<file path="src/rtl/adc_read_seq_pkg.sv">
`timescale 1ns/1ps
package adc_read_seq_pkg;
  typedef enum logic [1:0] {
    RD_AFTER = 2'd0,
    RD_NEXT  = 2'd1,
    RD_SPLIT = 2'd2
  } rd_mode_e;

  typedef enum logic [1:0] {
    ST_IDLE,
    ST_CONV,
    ST_WAITB,
    ST_POST
  } seq_st_e;
endpackage

</file>
<file path="src/rtl/ars_sync.sv">
`timescale 1ns/1ps
module ars_sync #(
  parameter int STAGES = 2
) (
  input  logic clk,
  input  logic rst_n,
  input  logic d,
  output logic q
);
  logic [STAGES-1:0] st;

  generate
    if (STAGES == 1) begin : g_one
      always_ff @(posedge clk or negedge rst_n)
        if (!rst_n) st <= '1;
        else        st <= d;
    end else begin : g_many
      always_ff @(posedge clk or negedge rst_n)
        if (!rst_n) st <= '1;
        else        st <= {st[STAGES-2:0], d};
    end
  endgenerate

  assign q = st[STAGES-1];
endmodule

</file>
<file path="src/rtl/ars_sclk.sv">
`timescale 1ns/1ps
module ars_sclk #(
  parameter int SCLK_HI = 5,
  parameter int SCLK_LO = 5,
  parameter int BITS_W  = 4
) (
  input  logic              clk,
  input  logic              rst_n,
  input  logic              start,
  input  logic [BITS_W-1:0] nbits,
  output logic              sclk,
  output logic              take,
  output logic              active
);
  localparam int PH_MAX = (SCLK_HI > SCLK_LO) ? SCLK_HI : SCLK_LO;
  localparam int PH_W   = $clog2(PH_MAX + 1);

  logic [PH_W-1:0]   ph;
  logic [BITS_W-1:0] left;

  assign take = active && sclk && (ph == PH_W'(SCLK_HI - 1));

  always_ff @(posedge clk or negedge rst_n) begin
    if (!rst_n) begin
      active <= 1'b0;
      sclk   <= 1'b0;
      ph     <= '0;
      left   <= '0;
    end else if (start && !active) begin
      active <= 1'b1;
      sclk   <= 1'b1;
      ph     <= '0;
      left   <= nbits;
    end else if (active) begin
      if (sclk) begin
        if (ph == PH_W'(SCLK_HI - 1)) begin
          sclk <= 1'b0;
          ph   <= '0;
          left <= left - 1'b1;
        end else ph <= ph + 1'b1;
      end else begin
        if (ph == PH_W'(SCLK_LO - 1)) begin
          ph <= '0;
          if (left == '0) active <= 1'b0;
          else            sclk   <= 1'b1;
        end else ph <= ph + 1'b1;
      end
    end
  end

  logic [7:0] hi_run, lo_run;
  always_ff @(posedge clk or negedge rst_n) begin
    if (!rst_n) begin
      hi_run <= '0;
      lo_run <= '1;
    end else begin
      hi_run <= sclk ? hi_run + 1'b1 : '0;
      lo_run <= sclk ? '0 : ((lo_run == '1) ? lo_run : lo_run + 1'b1);
    end
  end


  sclk_high_width_chk: assert property (@(posedge clk) disable iff (!rst_n)
    $fell(sclk) |-> hi_run == 8'(SCLK_HI));

  sclk_low_width_chk: assert property (@(posedge clk) disable iff (!rst_n)
    $rose(sclk) |-> lo_run >= 8'(SCLK_LO));

  sclk_bit_budget_chk: assert property (@(posedge clk) disable iff (!rst_n)
    (active && sclk) |-> left != '0);
endmodule

</file>
<file path="src/rtl/ars_shift.sv">
`timescale 1ns/1ps
module ars_shift #(
  parameter int WORD_W = 12
) (
  input  logic              clk,
  input  logic              rst_n,
  input  logic              take,
  input  logic              sdata,
  output logic [WORD_W-1:0] word_now
);
  logic [WORD_W-1:0] sr;

  always_ff @(posedge clk or negedge rst_n)
    if (!rst_n)    sr <= '0;
    else if (take) sr <= word_now;

  assign word_now = {sr[WORD_W-2:0], sdata};
endmodule

</file>
<file path="src/rtl/adc_read_seq.sv">
`timescale 1ns/1ps
module adc_read_seq
  import adc_read_seq_pkg::*;
#(
  parameter int WORD_W    = 12,
  parameter int OUT_W     = 16,
  parameter int CNT_W     = 16,
  parameter int BITS_W    = $clog2(WORD_W + 1),
  parameter int MIN_CYCLE = 2500,
  parameter int CONV_LOW  = 10,
  parameter int QUIET     = 800,
  parameter int SCLK_HI   = 5,
  parameter int SCLK_LO   = 5,
  parameter int SYNC_ST   = 2
) (
  input  logic              clk,
  input  logic              rst_n,
  input  logic              enable,
  input  logic [1:0]        mode,
  input  logic [BITS_W-1:0] split_bits,
  input  logic [CNT_W-1:0]  conv_interval,
  output logic              conv_n,
  input  logic              busy_n,
  output logic              sclk,
  input  logic              sdata,
  output logic              res_valid,
  input  logic              res_ready,
  output logic [OUT_W-1:0]  res_data
);
  localparam int PAD_W = OUT_W - WORD_W;
  localparam logic [BITS_W-1:0] FULL = BITS_W'(WORD_W);

  seq_st_e           state;
  logic              busy_s, seen_low, rem_armed;
  logic [CNT_W-1:0]  since_start, lowcnt, eff_int;
  logic [BITS_W-1:0] rem_bits, a_bits, bits_got, burst_n;
  logic              burst_start, active, take, start_conv, conv_end, busy_rise, word_done;
  logic [WORD_W-1:0] word_now;

  ars_sync #(.STAGES(SYNC_ST)) u_sync (
    .clk(clk), .rst_n(rst_n), .d(busy_n), .q(busy_s));

  ars_sclk #(.SCLK_HI(SCLK_HI), .SCLK_LO(SCLK_LO), .BITS_W(BITS_W)) u_sclk (
    .clk(clk), .rst_n(rst_n), .start(burst_start), .nbits(burst_n),
    .sclk(sclk), .take(take), .active(active));

  ars_shift #(.WORD_W(WORD_W)) u_shift (
    .clk(clk), .rst_n(rst_n), .take(take), .sdata(sdata), .word_now(word_now));

  always_comb begin
    unique case (rd_mode_e'(mode))
      RD_NEXT:  a_bits = '0;
      RD_SPLIT: a_bits = (split_bits > FULL) ? FULL : split_bits;
      default:  a_bits = FULL;
    endcase
  end

  assign eff_int     = (conv_interval < CNT_W'(MIN_CYCLE)) ? CNT_W'(MIN_CYCLE) : conv_interval;
  assign start_conv  = (state == ST_IDLE) && enable && !res_valid && !active &&
                       (since_start >= eff_int - 1'b1);
  assign conv_end    = (state == ST_CONV) && (lowcnt == CNT_W'(CONV_LOW - 1));
  assign busy_rise   = (state == ST_WAITB) && seen_low && busy_s;
  assign burst_start = (conv_end && rem_armed && (rem_bits != '0)) ||
                       (busy_rise && (a_bits != '0));
  assign burst_n     = busy_rise ? a_bits : rem_bits;
  assign word_done   = take && (bits_got == FULL - 1'b1);

  always_ff @(posedge clk or negedge rst_n) begin
    if (!rst_n) begin
      state       <= ST_IDLE;
      conv_n      <= 1'b1;
      since_start <= '1;
      lowcnt      <= '0;
      seen_low    <= 1'b0;
      rem_armed   <= 1'b0;
      rem_bits    <= '0;
    end else begin
      if (start_conv)              since_start <= '0;
      else if (since_start != '1)  since_start <= since_start + 1'b1;
      unique case (state)
        ST_IDLE: begin
          if (!enable) rem_armed <= 1'b0;
          if (start_conv) begin
            conv_n <= 1'b0;
            lowcnt <= '0;
            state  <= ST_CONV;
          end
        end
        ST_CONV: begin
          seen_low <= 1'b0;
          if (conv_end) begin
            conv_n    <= 1'b1;
            rem_armed <= 1'b0;
            state     <= ST_WAITB;
          end else lowcnt <= lowcnt + 1'b1;
        end
        ST_WAITB: begin
          if (!busy_s) seen_low <= 1'b1;
          if (busy_rise) begin
            rem_bits  <= FULL - a_bits;
            rem_armed <= (a_bits != FULL) && enable;
            state     <= ST_POST;
          end
        end
        default: if (!active) state <= ST_IDLE;
      endcase
    end
  end

  always_ff @(posedge clk or negedge rst_n) begin
    if (!rst_n) bits_got <= '0;
    else if (take) bits_got <= word_done ? '0 : bits_got + 1'b1;
    else if (state == ST_IDLE && !enable) bits_got <= '0;
  end

  always_ff @(posedge clk or negedge rst_n) begin
    if (!rst_n) begin
      res_valid <= 1'b0;
      res_data  <= '0;
    end else if (word_done) begin
      res_valid <= 1'b1;
      res_data  <= {{PAD_W{word_now[WORD_W-1]}}, word_now};
    end else if (res_ready) res_valid <= 1'b0;
  end

  logic [CNT_W-1:0] low_run, gap_cnt;
  logic             conv_d;
  always_ff @(posedge clk or negedge rst_n) begin
    if (!rst_n) begin
      low_run <= '0;
      gap_cnt <= '1;
      conv_d  <= 1'b1;
    end else begin
      conv_d  <= conv_n;
      low_run <= conv_n ? '0 : low_run + 1'b1;
      if (conv_d && !conv_n)   gap_cnt <= CNT_W'(1);
      else if (gap_cnt != '1)  gap_cnt <= gap_cnt + 1'b1;
    end
  end


  conv_low_width_chk: assert property (@(posedge clk) disable iff (!rst_n)
    $rose(conv_n) |-> low_run == CNT_W'(CONV_LOW));

  conv_spacing_chk: assert property (@(posedge clk) disable iff (!rst_n)
    $fell(conv_n) |-> gap_cnt >= CNT_W'(MIN_CYCLE));

  quiet_window_chk: assert property (@(posedge clk) disable iff (!rst_n)
    (state == ST_WAITB && since_start >= CNT_W'(QUIET)) |-> !sclk);

  conv_sclk_low_chk: assert property (@(posedge clk) disable iff (!rst_n)
    $fell(conv_n) |-> !sclk);

  hold_stable_chk: assert property (@(posedge clk) disable iff (!rst_n)
    (res_valid && !res_ready) |=> (res_valid && $stable(res_data)));

  no_overrun_chk: assert property (@(posedge clk) disable iff (!rst_n)
    word_done |-> (!res_valid || res_ready));
endmodule

</file>
<file path="config.mk">
export PLATFORM = sky130hd
export DESIGN_NAME = adc_read_seq
export DESIGN_NICKNAME = d
export VERILOG_FILES = /design/src/rtl/adc_read_seq_pkg.sv /design/src/rtl/ars_sync.sv /design/src/rtl/ars_sclk.sv /design/src/rtl/ars_shift.sv /design/src/rtl/adc_read_seq.sv
export SDC_FILE = /design/constraint.sdc
export NUM_CORES = 1
export LEC_CHECK = 0
export BUFFER_PORTS_ARGS = -buffer_cell sky130_fd_sc_hd__buf_2
export CORE_ASPECT_RATIO = 0.75
export CORE_MARGIN = 8
export CORE_UTILIZATION = 40
export DETAILED_ROUTE_END_ITERATION = 10
export GPL_TIMING_DRIVEN = 0
export HOLD_SLACK_MARGIN = 0.06
export PLACE_DENSITY = 0.66
export SLEW_MARGIN = 20
export SYNTH_ARGS = -nofsm -noshare
export SYNTH_HDL_FRONTEND = slang
export SYNTH_HIERARCHICAL = 1
export SYNTH_SLANG_ARGS = --single-unit
</file>
<file path="constraint.sdc">
create_clock -name clk -period 7.4 [get_ports clk]
set_input_delay 0.37 -clock clk [delete_from_list [all_inputs] [get_ports clk]]
set_output_delay 0.37 -clock clk [all_outputs]
set_load 0.02 [all_outputs]
</file>
* Word-level counts from Yosys, hierarchy flattened
Cells that the tools add are included.
Storage, ports and cells: register bits after elaboration 80, input bits 28, output and inout bits 19, logic and storage cells 127
Cells by class: $add $sub $neg 7, order comparisons 3, equal/unequal tests 16, muxes and demuxes 45, reductions and logical operators 40
Operators by type and width (count):
- $mux 16 | 5
- $mux 4 | 9
- $add 16x1->16 const B | 2
- $pmux 16 s2 | 1
- $mux 1 | 18
- $eq 16x4->1 const B | 1
- $ge 16x16->1 | 1
- $logic_and 1x1->1 | 16
- $lt 16x12->1 const B | 1
- $ne 16x16->1 const B | 1
- $reduce_bool 2->1 | 8
- $sub 16x1->16 const B | 1
- $ne 2x2->1 const B | 6
- $mux 3 | 3
- $reduce_and 3->1 | 3
- $mux 2 | 4
- $ne 4x4->1 const B | 2
- $pmux 4 s2 | 1
- $reduce_and 4->1 | 2
- $reduce_bool 4->1 | 2
- $pmux 2 s3 | 1
- $add 4x1->4 const B | 1
- $eq 2x1->1 const B | 2
- $eq 2x2->1 const B | 2
- 14 further kinds | 18

* Depth between registers and ports, before layout
Gate-level depths: netlist (run 1).
depth in word-level cells 9, mapped depth 18, gate-level depth less buffers 17

* By module
The synthesis (run 1) kept the hierarchy.
Modules (own cells, without submodules):
- adc_read_seq | times used 1, cells each 413, area an instance 3811.2 um2, sequential area each 1472.7 um2
- ars_sclk | times used 1, cells each 51, area an instance 509.2 um2, sequential area each 225.2 um2
- ars_shift | times used 1, cells each 24, area an instance 455.4 um2, sequential area each 275.3 um2
- ars_sync | times used 1, cells each 2, area an instance 52.6 um2, sequential area each 52.6 um2

* Worst setup path after synthesis (run 1)
No wires, ideal clock.
path type input -> register, start in conv_interval[5], end reg lowcnt[8], library setup time 77 ps, arrival 3890 ps, slack 3433 ps, stages on the path 17, path buffers 0, path through nor4_1 nor2_1 o31ai_1 nand2_1 nand2_1 ha_1 nand2_1 or3_1 nor2_1 xnor2_1 ha_1 and4_1 nand3_1 o311ai_1 o21ai_1 or4_1 a21oi_1
Between the ends: word-level cells in the longest chain between the ends 7
RTL lines:
- from (decl) | line adc_read_seq.sv:21 | input logic [CNT_W-1:0] conv_interval,
- $lt 16x12->1 | line adc_read_seq.sv:58 | assign eff_int = (conv_interval < CNT_W'(MIN_CYCLE)) ? CNT_W'(MIN_CYCLE) : conv_interval;
- $mux 16 * | line adc_read_seq.sv:58
- $sub 16x1->16 * | line adc_read_seq.sv:60 | (since_start >= eff_int - 1'b1);
- $ge 16x16->1 * | line adc_read_seq.sv:60
- $logic_and 1x1->1 * | line adc_read_seq.sv:59 | assign start_conv = (state == ST_IDLE) && enable && !res_valid && !active &&
- $ne 2x2->1 (no line) *
- $reduce_and 3->1 (no line) *
- to (signal assigned) | line adc_read_seq.sv:95 | end else lowcnt <= lowcnt + 1'b1;
- to (decl) | line adc_read_seq.sv:35 | logic [CNT_W-1:0] since_start, lowcnt, eff_int;
Every way passes the cells marked *; elsewhere a longest branch is shown, timed or not. A chain may end at the register's enable or synchronous reset.

* Worst setup path after layout (run 1)
start in conv_interval[14], end reg lowcnt[14]
Same word-level chain as after synthesis.

==> metrics, run 1 <==
nets@finish 608; met2 routed WL 4.59 mm; CP Class in2reg; Final Hold Viols 0; drt via density 5.27; setup TNS 0 ns; synth unique cells 64; Die H 111 um; maximum clock rate 219 MHz; Yosys warnings 6; Power, Total 0.00100 W; LEAKAGE 2.56 nW; share of cells above drive strength 1 23.3%; Inserted Diodes 0; worst reg-to-reg setup slack 4.58 ns; synth cell count leaders dfrtp_1, nand2_1, nor2_1; clock skew 0.00781 ns; post-synth design cell area 4830 um^2; FF-to-FF Start since_start[0]; DRT antenna net count 0; Yosys top cell area share 31.6%; post-cts resize count 0; number of synthesized flops with an enable pin 0; slowest CP cell nor4_1; PwrDens 178 nW/um^2; CP required 7.64 ns; post-DP HPWL 7.71 mm; WL met3 435 um; CP max FO 7; Crit path largest cell delay 0.78 ns; final wirelength 10.3 mm; CP Launch Type primary input; Mean Syn Cell Area 9.85 um^2; CTS max path bufs 2; die span in x 143 um; GRT Residual Overflow 0; RR Endpoint lowcnt[9]; DIE AREA 15900 um^2; CTS buffer count 9; Clock Sinks 80; Gate Count Post-Synth 490; placed insts 699; first-pass GRT wire length 17.3 mm; HP Class in2reg; most frequent cell after synthesis dfrtp_1; post-layout min period 4.57 ns; Synth async-reset ratio 100%; hold wc startpoint busy_n; RSZ-0062 raised after global routing no; Starting Density 41.3%; Routed WL per cell 14.3 um; Synth area leader dfrtp_1; non-filler cells, final 716; # DRC 0; largest net degree at the start of global routing 50; CP arrival 4.81 ns; PortBufs 46; Post-CTS Hold Buffers 1; H-tree depth 3; Setup-failing EPs final 0; WL met1 5.15 mm; most frequent CP cell nand2_1; Max Slew Vio Count 0; routability cong. 0.819; Area contributors post-synth dfrtp_1, dfstp_2, ha_1; Worst-Margin Slew 0.910 ns; Setup crit end kind register; clock-pin transition on the worst setup and hold timing paths 0.06 ns; IO Pins 47; crit path cell chain buf_2 -> nor4_1 -> nand2_1 -> nand2_1 -> ha_1 -> nand2_1 -> or3_1 -> nor2_1 -> xnor2_1 -> ha_1 -> and4_1 -> nand3_1 -> o311ai_1 -> o21ai_1 -> nor4_1 -> mux2i_1; postcts setup bufs 0; WHS Path Cells 1; P&R area growth vs syn 16.7%; CTS root buf clkbuf_16; vias in the first global route 3582; Via Count 3771; area post-placement 5290 um^2; Final Core Density 48.2%; CTS tree done; Synth Flop Type dfrtp_1; row count 34; DRT iter0 DRCs 240; Fill cells 1087; Max-slew headroom 38.8%; Pre-antenna DRT Iters 4; peak supply drop 0.106 mV; Top Metal Used met4; hold worst-path end u_sync/st[0]; part of the Yosys area used for sequential elements 42.0%; initial antenna violation count 0; Overall Global Routing Usage 13.1%; synthesized flop and latch total 80; r2r worst-path depth 9; Net Count, Synth 549; clock latency on the worst-skew pair 0.34 ns; outcome completed; fin area 5640 um^2; core footprint 11700 um^2; final period utilization 61.7%; max-capacitance violation count 0
==> how the worst max path moves through the flow <==
stage	start	end	slack, ns	depth (start not counted)
2_1_floorplan	conv_interval[5]	lowcnt[8]	3.43	17
3_3_place_gp	conv_interval[5]	lowcnt[8]	2.71	18
3_5_place_dp	conv_interval[14]	lowcnt[12]	2.63	16
4_1_cts	conv_interval[14]	lowcnt[14]	2.89	16
5_1_grt	conv_interval[14]	since_start[15]	2.47	17
6_report	conv_interval[14]	lowcnt[14]	2.83	16
==> state kept, by name, summed over array words and instances (netlist names) <==
| signal | count |
|---|---|
| u_sclk/ph | 3 |
| lowcnt | 16 |
| state | 2 |
| u_shift/sr | 11 |
| since_start | 16 |
| seen_low | 1 |
| res_data | 12 |
| conv_n | 1 |
| u_sclk/active | 1 |
| u_sync/st | 2 |
| rem_bits | 4 |
| rem_armed | 1 |
| bits_got | 4 |
| u_sclk/left | 4 |
| res_valid | 1 |
| u_sclk/sclk | 1 |
==> critical path, delay by kind of cell <==
| family | cells | cell delay, ns |
|---|---|---|
| AOI/OAI and AO/OA | 2 | 0.68 |
| xor gates and xnor gates | 1 | 0.08 |
| adders and majority gates | 2 | 0.47 |
| buffers and inverters | 1 | 0.12 |
| muxes | 1 | 0.27 |
| and+or+nand+nor | 9 | 2.81 |
==> stage by stage <==
| stage | worst slack [ns] | hold slack (ns) |
|---|---|---|
| floorplan | 3.43 | 0.0744 |
| global placement | 2.71 | 0.350 |
| CTS | 2.89 | 0.121 |
| finish | 2.83 | 0.130 |
| global route | 2.47 | 0.114 |
| detailed placement | 2.63 | 0.348 |
==> power breakdown <==
group | internal, W | switching (W) | leakage (nW)
Clock | 0.000304 | 0.000192 | 0.165
Sequential | 0.000442 | 0.00000214 | 0.942
Combinational | 0.0000257 | 0.0000352 | 1.45
==> layout by cell type, fill, tap and decap left out, types with 6 or more instances in the layout <==
master	instances
dfrtp_1	61
buf_2	47
nand2_1	46
nor2_1	41
o21ai_0	31
ha_1	31
inv_1	25
dfstp_2	19
mux2_2	16
a21oi_1	15
nand3_1	15
nor3_1	13
xor2_1	12
o31ai_1	12
xnor2_1	11
or3_1	10
nand2b_1	10
mux2_4	10
nand4_1	9
clkbuf_16	9
buf_4	8
a31oi_1	7
nor4_1	6
or4_1	6
and3_1	6
o21ai_1	6
mux2i_1	6
==> routing by layer <==
| metal | up-vias | GRT usage (%) |
|---|---|---|
| met5 | - | 0 |
| met4 | 0 | 2.61 |
| met3 | 8 | 3.49 |
| met2 | 54 | 19.5 |
| met1 | 1815 | 18.5 |
| li1 | 1894 | - |
==> layout make-up <==
cell class,instances,area [um^2],area share [%]
buffer,14,88.8,1.58
tap,162,203,3.60
inverter,25,93.8,1.67
sequential,80,2030,35.9
clock inverter,7,109,1.93
timing repair buffer,48,270,4.80
clock buffer,9,225,4.00
multi-input combinational,371,2620,46.5
==> cells by family (layout without fill, tap and decap cells) <==
group / after synthesis / after routing / synth area share (%)
and+or+nand+nor: 183 / 183 / 20.1
xor gates and xnor gates: 23 / 23 / 4.17
adders and majority gates: 31 / 31 / 8.03
buffers and inverters: 39 / 103 / 3.78
muxes: 34 / 34 / 8.55
AOI/OAI and AO/OA: 100 / 100 / 13.4
DFF: 80 / 80 / 42.0
(Power assumes the default switching activity.)
==> run 2: changes to the inputs <==
ABC_AREA = 1   (was unset)
PLACE_DENSITY = 0.65   (was 0.66)
clock period = 4.52 ns   (was 7.4 ns; I/O delays follow)
==> run 2 against run 1 <==
Effect of this change: flip-flop and latch count stayed put; largest power group unchanged; highest routed layer unchanged; critical path depth is 10 higher; worst setup slack worse by 1.6 ns; register-to-register slack worse by 2.3 ns; largest cell class unchanged; clock power is 68% higher.
==> metrics, run 2 <==
outcome completed; clock latency on the worst-skew pair 0.34 ns; commonest non-fill, non-tap cells in the layout nand2_1, inv_1, nor2_1; worst reg-to-reg setup slack 2.29 ns; Yosys top cell area share 29.2%; PortBufs 46; RSZ-0062 raised after global routing no; Gate Count Post-Synth 675; CP startpoint conv_interval[12]; Via Count 4555; CTS buffer count 9; RR Endpoint u_sclk/left[0]; vias in the first global route 4284; post-synth design cell area 5220 um^2; hold worst-path end u_shift/sr[0]; post-layout min period 3.31 ns; DRT iter0 DRCs 334; hold wc startpoint sdata; Largest regs lowcnt (16), since_start (16), res_data (12); CP arrival 3.54 ns; clock-pin transition on the worst setup and hold timing paths 0.06 ns; DIE AREA 17000 um^2; CTS max path bufs 2; Synth Flop Type dfrtp_1; Mean Syn Cell Area 7.73 um^2; share of cells above drive strength 1 18.1%; Clock Sinks 80; CP max FO 10; core footprint 12900 um^2; synth unique cells 43; r2r worst-path depth 13; DRT antenna net count 0; Synth async-reset ratio 100%; number of synthesized flops with an enable pin 0; final wirelength 11.3 mm; max-capacitance violation count 0; synth cell count leaders nand2_1, inv_1, nor2_1; Post-CTS Hold Buffers 3; Pre-antenna DRT Iters 5; GRT Residual Overflow 0; Overall Global Routing Usage 13.8%; routability cong. 0.910; Final Hold Viols 0; post-cts resize count 0; Starting Density 40.5%; CP Launch Type primary input; P&R area growth vs syn 16.3%; CTS root buf clkbuf_16; part of the Yosys area used for sequential elements 38.8%; Net Count, Synth 734; setup TNS 0 ns; initial antenna violation count 0; LEAKAGE 3.01 nW; Area contributors post-synth dfrtp_1, nand2_1, dfstp_2; synthesized flop and latch total 80; CP Class in2reg; commonest non-fill, non-tap cell in the layout nand2_1; WHS Path Cells 3; die span in x 148 um; Worst-Margin Slew 0.527 ns; Inserted Diodes 0; post-DP HPWL 8.73 mm; maximum clock rate 302 MHz; clock skew 0.00701 ns; nets@finish 795; peak supply drop 0.180 mV; Setup-failing EPs final 0; Max Slew Vio Count 0; Die H 115 um; H-tree depth 3; HP Class in2reg; drt via density 4.99; Max-slew headroom 64.9%; CTS tree done; first-pass GRT wire length 19.6 mm; Routed WL per cell 12.4 um; # DRC 0; CP required 4.75 ns; FF-to-FF Start lowcnt[1]; IO Pins 47; Synth area leader dfrtp_1; most frequent cell after synthesis nand2_1; Power, Total 0.00166 W; postcts setup bufs 0; Yosys warnings 6; PwrDens 274 nW/um^2; Setup crit end kind register; final period utilization 73.2%; row count 36; largest net degree at the start of global routing 54
run 2: changes by cell type in the layout (fill, tap and decap cells not counted), sizes merged, moves of 6 or more:
cell	change
nand2	+150
inv	+47
nand3	+35
nor2	+34
mux2	-16
o31ai	-12
or3	-11
nand2b	-10
or4	-7
and3	-6
mux2i	-6
nand4	+6
run 2: worst max-delay path by stage:
stage | endpoint | slack (ns)
2_1_floorplan | lowcnt[8] | 1.56
6_report | lowcnt[12] | 1.21
5_1_grt | lowcnt[6] | 0.80
4_1_cts | lowcnt[12] | 1.19
3_5_place_dp | lowcnt[12] | 0.84
3_3_place_gp | lowcnt[8] | 0.92
run 2: per-stage QoR:
| step | setup WS, ns | utilization [%] | instance area, um^2 | cells | hold WS (ns) |
|---|---|---|---|---|---|
| floorplan | 1.56 | - | 5220 | 675 | -0.0696 |
| global placement | 0.919 | 44.0 | 5660 | 892 | 0.331 |
| detailed placement | 0.837 | 44.2 | 5690 | 893 | 0.175 |
| CTS | 1.19 | 47.1 | 6070 | 912 | 0.106 |
| global route | 0.798 | 47.1 | 6070 | 912 | 0.134 |
| finish | 1.21 | 47.1 | 6070 | 912 | 0.117 |
run 2: cell families (layout without fill, tap and decap cells):
kind of cell,Yosys count,count (layout),synth area share (%)
xor+xnor,30,30,5.03
mux,12,12,2.59
flops,80,80,38.8
simple gates,365,365,31.5
fa+ha+maj,31,31,7.43
buf+inv,94,160,7.84
compound gates,63,63,6.78
run 2: layout make-up:
| type | instances | area, um^2 |
|---|---|---|
| buffer | 17 | 120 |
| clock inverter | 6 | 115 |
| inverter | 77 | 289 |
| sequential | 80 | 2030 |
| clock buffer | 10 | 229 |
| tap | 171 | 214 |
| fill | 1260 | 6810 |
| timing repair buffer | 50 | 290 |
| multi-input combinational | 501 | 2790 |
run 2: worst max-delay path, stage by stage:
cell      delay, ns
buf_2          0.12
nor2_2         0.11
nand2_1        0.12
nor2_2         0.17
nand2_4        0.11
buf_8          0.16
nand2_1        0.08
ha_1           0.14
inv_1          0.05
nor2_1         0.17
nand3_4        0.13
inv_2          0.10
nand2_2        0.08
o21bai_1       0.14
nand2_1        0.07
ha_1           0.30
nand4_1        0.10
nor3_1         0.21
nand2_1        0.08
nand2_1        0.09
nand2_1        0.15
nand2_1        0.21
nand2_4        0.10
buf_4          0.18
nand2_1        0.07
nand2_1        0.05
run 2: routing by layer:
| metal | vias to the layer above | part of all wire, % | track usage [%] |
|---|---|---|---|
| met1 | 2141 | 50 | 18.6 |
| met2 | 95 | 45 | 21.6 |
| met5 | - | 0 | 0 |
| met4 | 0 | 0.98 | 3.79 |
| met3 | 11 | 4.0 | 3.58 |
| li1 | 2308 | - | - |
run 2: power by group:
group / internal, W / leakage, nW / switching [W] / total, W
logic: 0.0000413 / 1.86 / 0.0000659 / 0.000107
registers: 0.000722 / 0.995 / 0.00000310 / 0.000725
clock network: 0.000542 / 0.163 / 0.000290 / 0.000833
==> run 3: changes to the inputs <==
PLACE_DENSITY = 0.68   (was 0.65)
clock period = 2.91 ns   (was 4.52 ns; I/O delays follow)
==> run 3 against run 2 <==
Effect of this change: routed wire length is 0.17% lower; clock power grew 27%; critical path depth unchanged; global-route usage rose by 0.11 points; utilization rose by 0.86 points; via count decreased by 1.3%; clock skew increased by 0.0019 ns; first-iteration DRC count down 18%; sequential power up 56%.
==> metrics, run 3 (same netlist as run 2, synthesis figures left out) <==
Max-slew headroom 65.8%; clock-pin transition on the worst setup and hold timing paths 0.06 ns; H-tree depth 3; commonest non-fill, non-tap cells in the layout nand2_1, inv_1, nor2_1; Pre-antenna DRT Iters 5; setup TNS 0 ns; peak supply drop 0.361 mV; area post-placement 5690 um^2; PortBufs 46; Via Count 4495; fin area 6180 um^2; clock skew 0.00894 ns; CTS root buf clkbuf_16; first-pass GRT wire length 19.8 mm; CP max FO 10; sequential cell area 2030 um^2; CP required 3.13 ns; routability cong. 0.829; nets@finish 807; row count 36; largest net degree at the start of global routing 50; DIE AREA 17000 um^2; core footprint 12900 um^2; Worst-Margin Slew 0.513 ns; Final Hold Viols 0; Overall Global Routing Usage 13.9%; Largest regs lowcnt (16), since_start (16), res_data (12); die span in x 148 um; HP Class in2reg; CP arrival 2.99 ns; worst slack at placement -0.681 ns; initial antenna violation count 0; commonest non-fill, non-tap cell in the layout nand2_1; area of the multi-input gates 2850 um^2; DRT antenna net count 0; hold wc startpoint enable; CTS buffer count 9; Setup-failing EPs final 0; CP Class in2reg; PwrDens 382 nW/um^2; Clock Sinks 80; IO Pins 47; Fill cells 1292; Max Slew Vio Count 0; GRT Residual Overflow 0; drt via density 4.86; post-layout min period 2.77 ns; P&R area growth vs syn 18.4%; Starting Density 40.5%; Setup crit end kind register; Die H 115 um; final period utilization 95.0%; maximum clock rate 362 MHz; post-DP HPWL 8.31 mm; Inserted Diodes 0; CP startpoint conv_interval[13]; CTS tree done; RSZ-0062 raised after global routing yes; max-capacitance violation count 0; final hold slack 0.143 ns; Routed WL per cell 12.2 um; outcome completed; DRT iter0 DRCs 275; CTS max path bufs 2; clock latency on the worst-skew pair 0.34 ns; vias in the first global route 4326; FF-to-FF Start lowcnt[1]; CP Launch Type primary input; final wirelength 11.3 mm; Power, Total 0.00236 W; # DRC 0; share of cells above drive strength 1 21.1%; LEAKAGE 3.05 nW; Setup WS post-layout 0.144 ns
## run 3: routing by layer
metal	up-vias	part of all wire (%)	track usage (%)
met1	2069	53	19.5
met4	0	0.98	2.91
met5	-	0	0
li1	2340	-	-
met3	10	3.7	3.38
met2	76	43	21.3
## run 3: critical path, cell delays in order
cell and delay [ns]:
buf_2 0.13, nor2_4 0.13, nand2_4 0.08, nor2_4 0.10, nand2_4 0.06, buf_8 0.12
nand2_2 0.06, ha_2 0.17, inv_2 0.05, nor2_4 0.09, nand3_4 0.11, inv_4 0.09
nand2_2 0.07, o21bai_1 0.15, nand2_1 0.08, ha_1 0.29, nand4_1 0.10, nor3_2 0.24
nand2_1 0.09, nand2_2 0.10, nand2_4 0.08, nand2_4 0.12, nand2_4 0.08, buf_6 0.15
nand2_1 0.05, nand2_1 0.05
## run 3: area by class of cell
class	instances	area share [%]
multi-input combinational	501	46.1
sequential	80	32.8
timing repair buffer	62	6.24
inverter	77	4.76
clock buffer	12	3.99
tap	171	3.46
buffer	17	2.17
clock inverter	4	0.466
## run 3: path summary, 6_finish.rpt
| path | to | slack, ns | depth (start not counted) |
|---|---|---|---|
| setup / recovery | lowcnt[10] | 0.14 | 26 |
| max in group asynchronous | u_sync/st[0] | 2.00 | 3 |
| setup reg to reg | u_sclk/left[2] | 0.78 | 13 |
| min in group asynchronous | lowcnt[9] | 0.30 | 2 |
| hold / removal | rem_armed | 0.14 | 3 |
| hold reg to reg | u_sync/st[1] | 0.37 | 0 |
## run 3: power breakdown
group | internal, W | switching [W] | total, W
Sequential | 0.00112 | 0.00000463 | 0.00113
Clock | 0.000603 | 0.000452 | 0.00106
Combinational | 0.0000701 | 0.000108 | 0.000178
## run 3: what timing repair did
| action | CTS | global route |
|---|---|---|
| pin swaps | 3 | 15 |
| endpoints found under the hold margin | 18 | 0 |
| resized for setup | 9 | 24 |
| endpoints found under the setup margin | 32 | 34 |
| hold buffers | 4 | 0 |
| buffers inserted | 2 | 9 |
## run 3: per-stage QoR
step,utilization (%),instances
CTS,47.0,915
global placement,44.0,892
floorplan,-,675
finish,48.0,924
global route,48.0,924
detailed placement,44.2,893
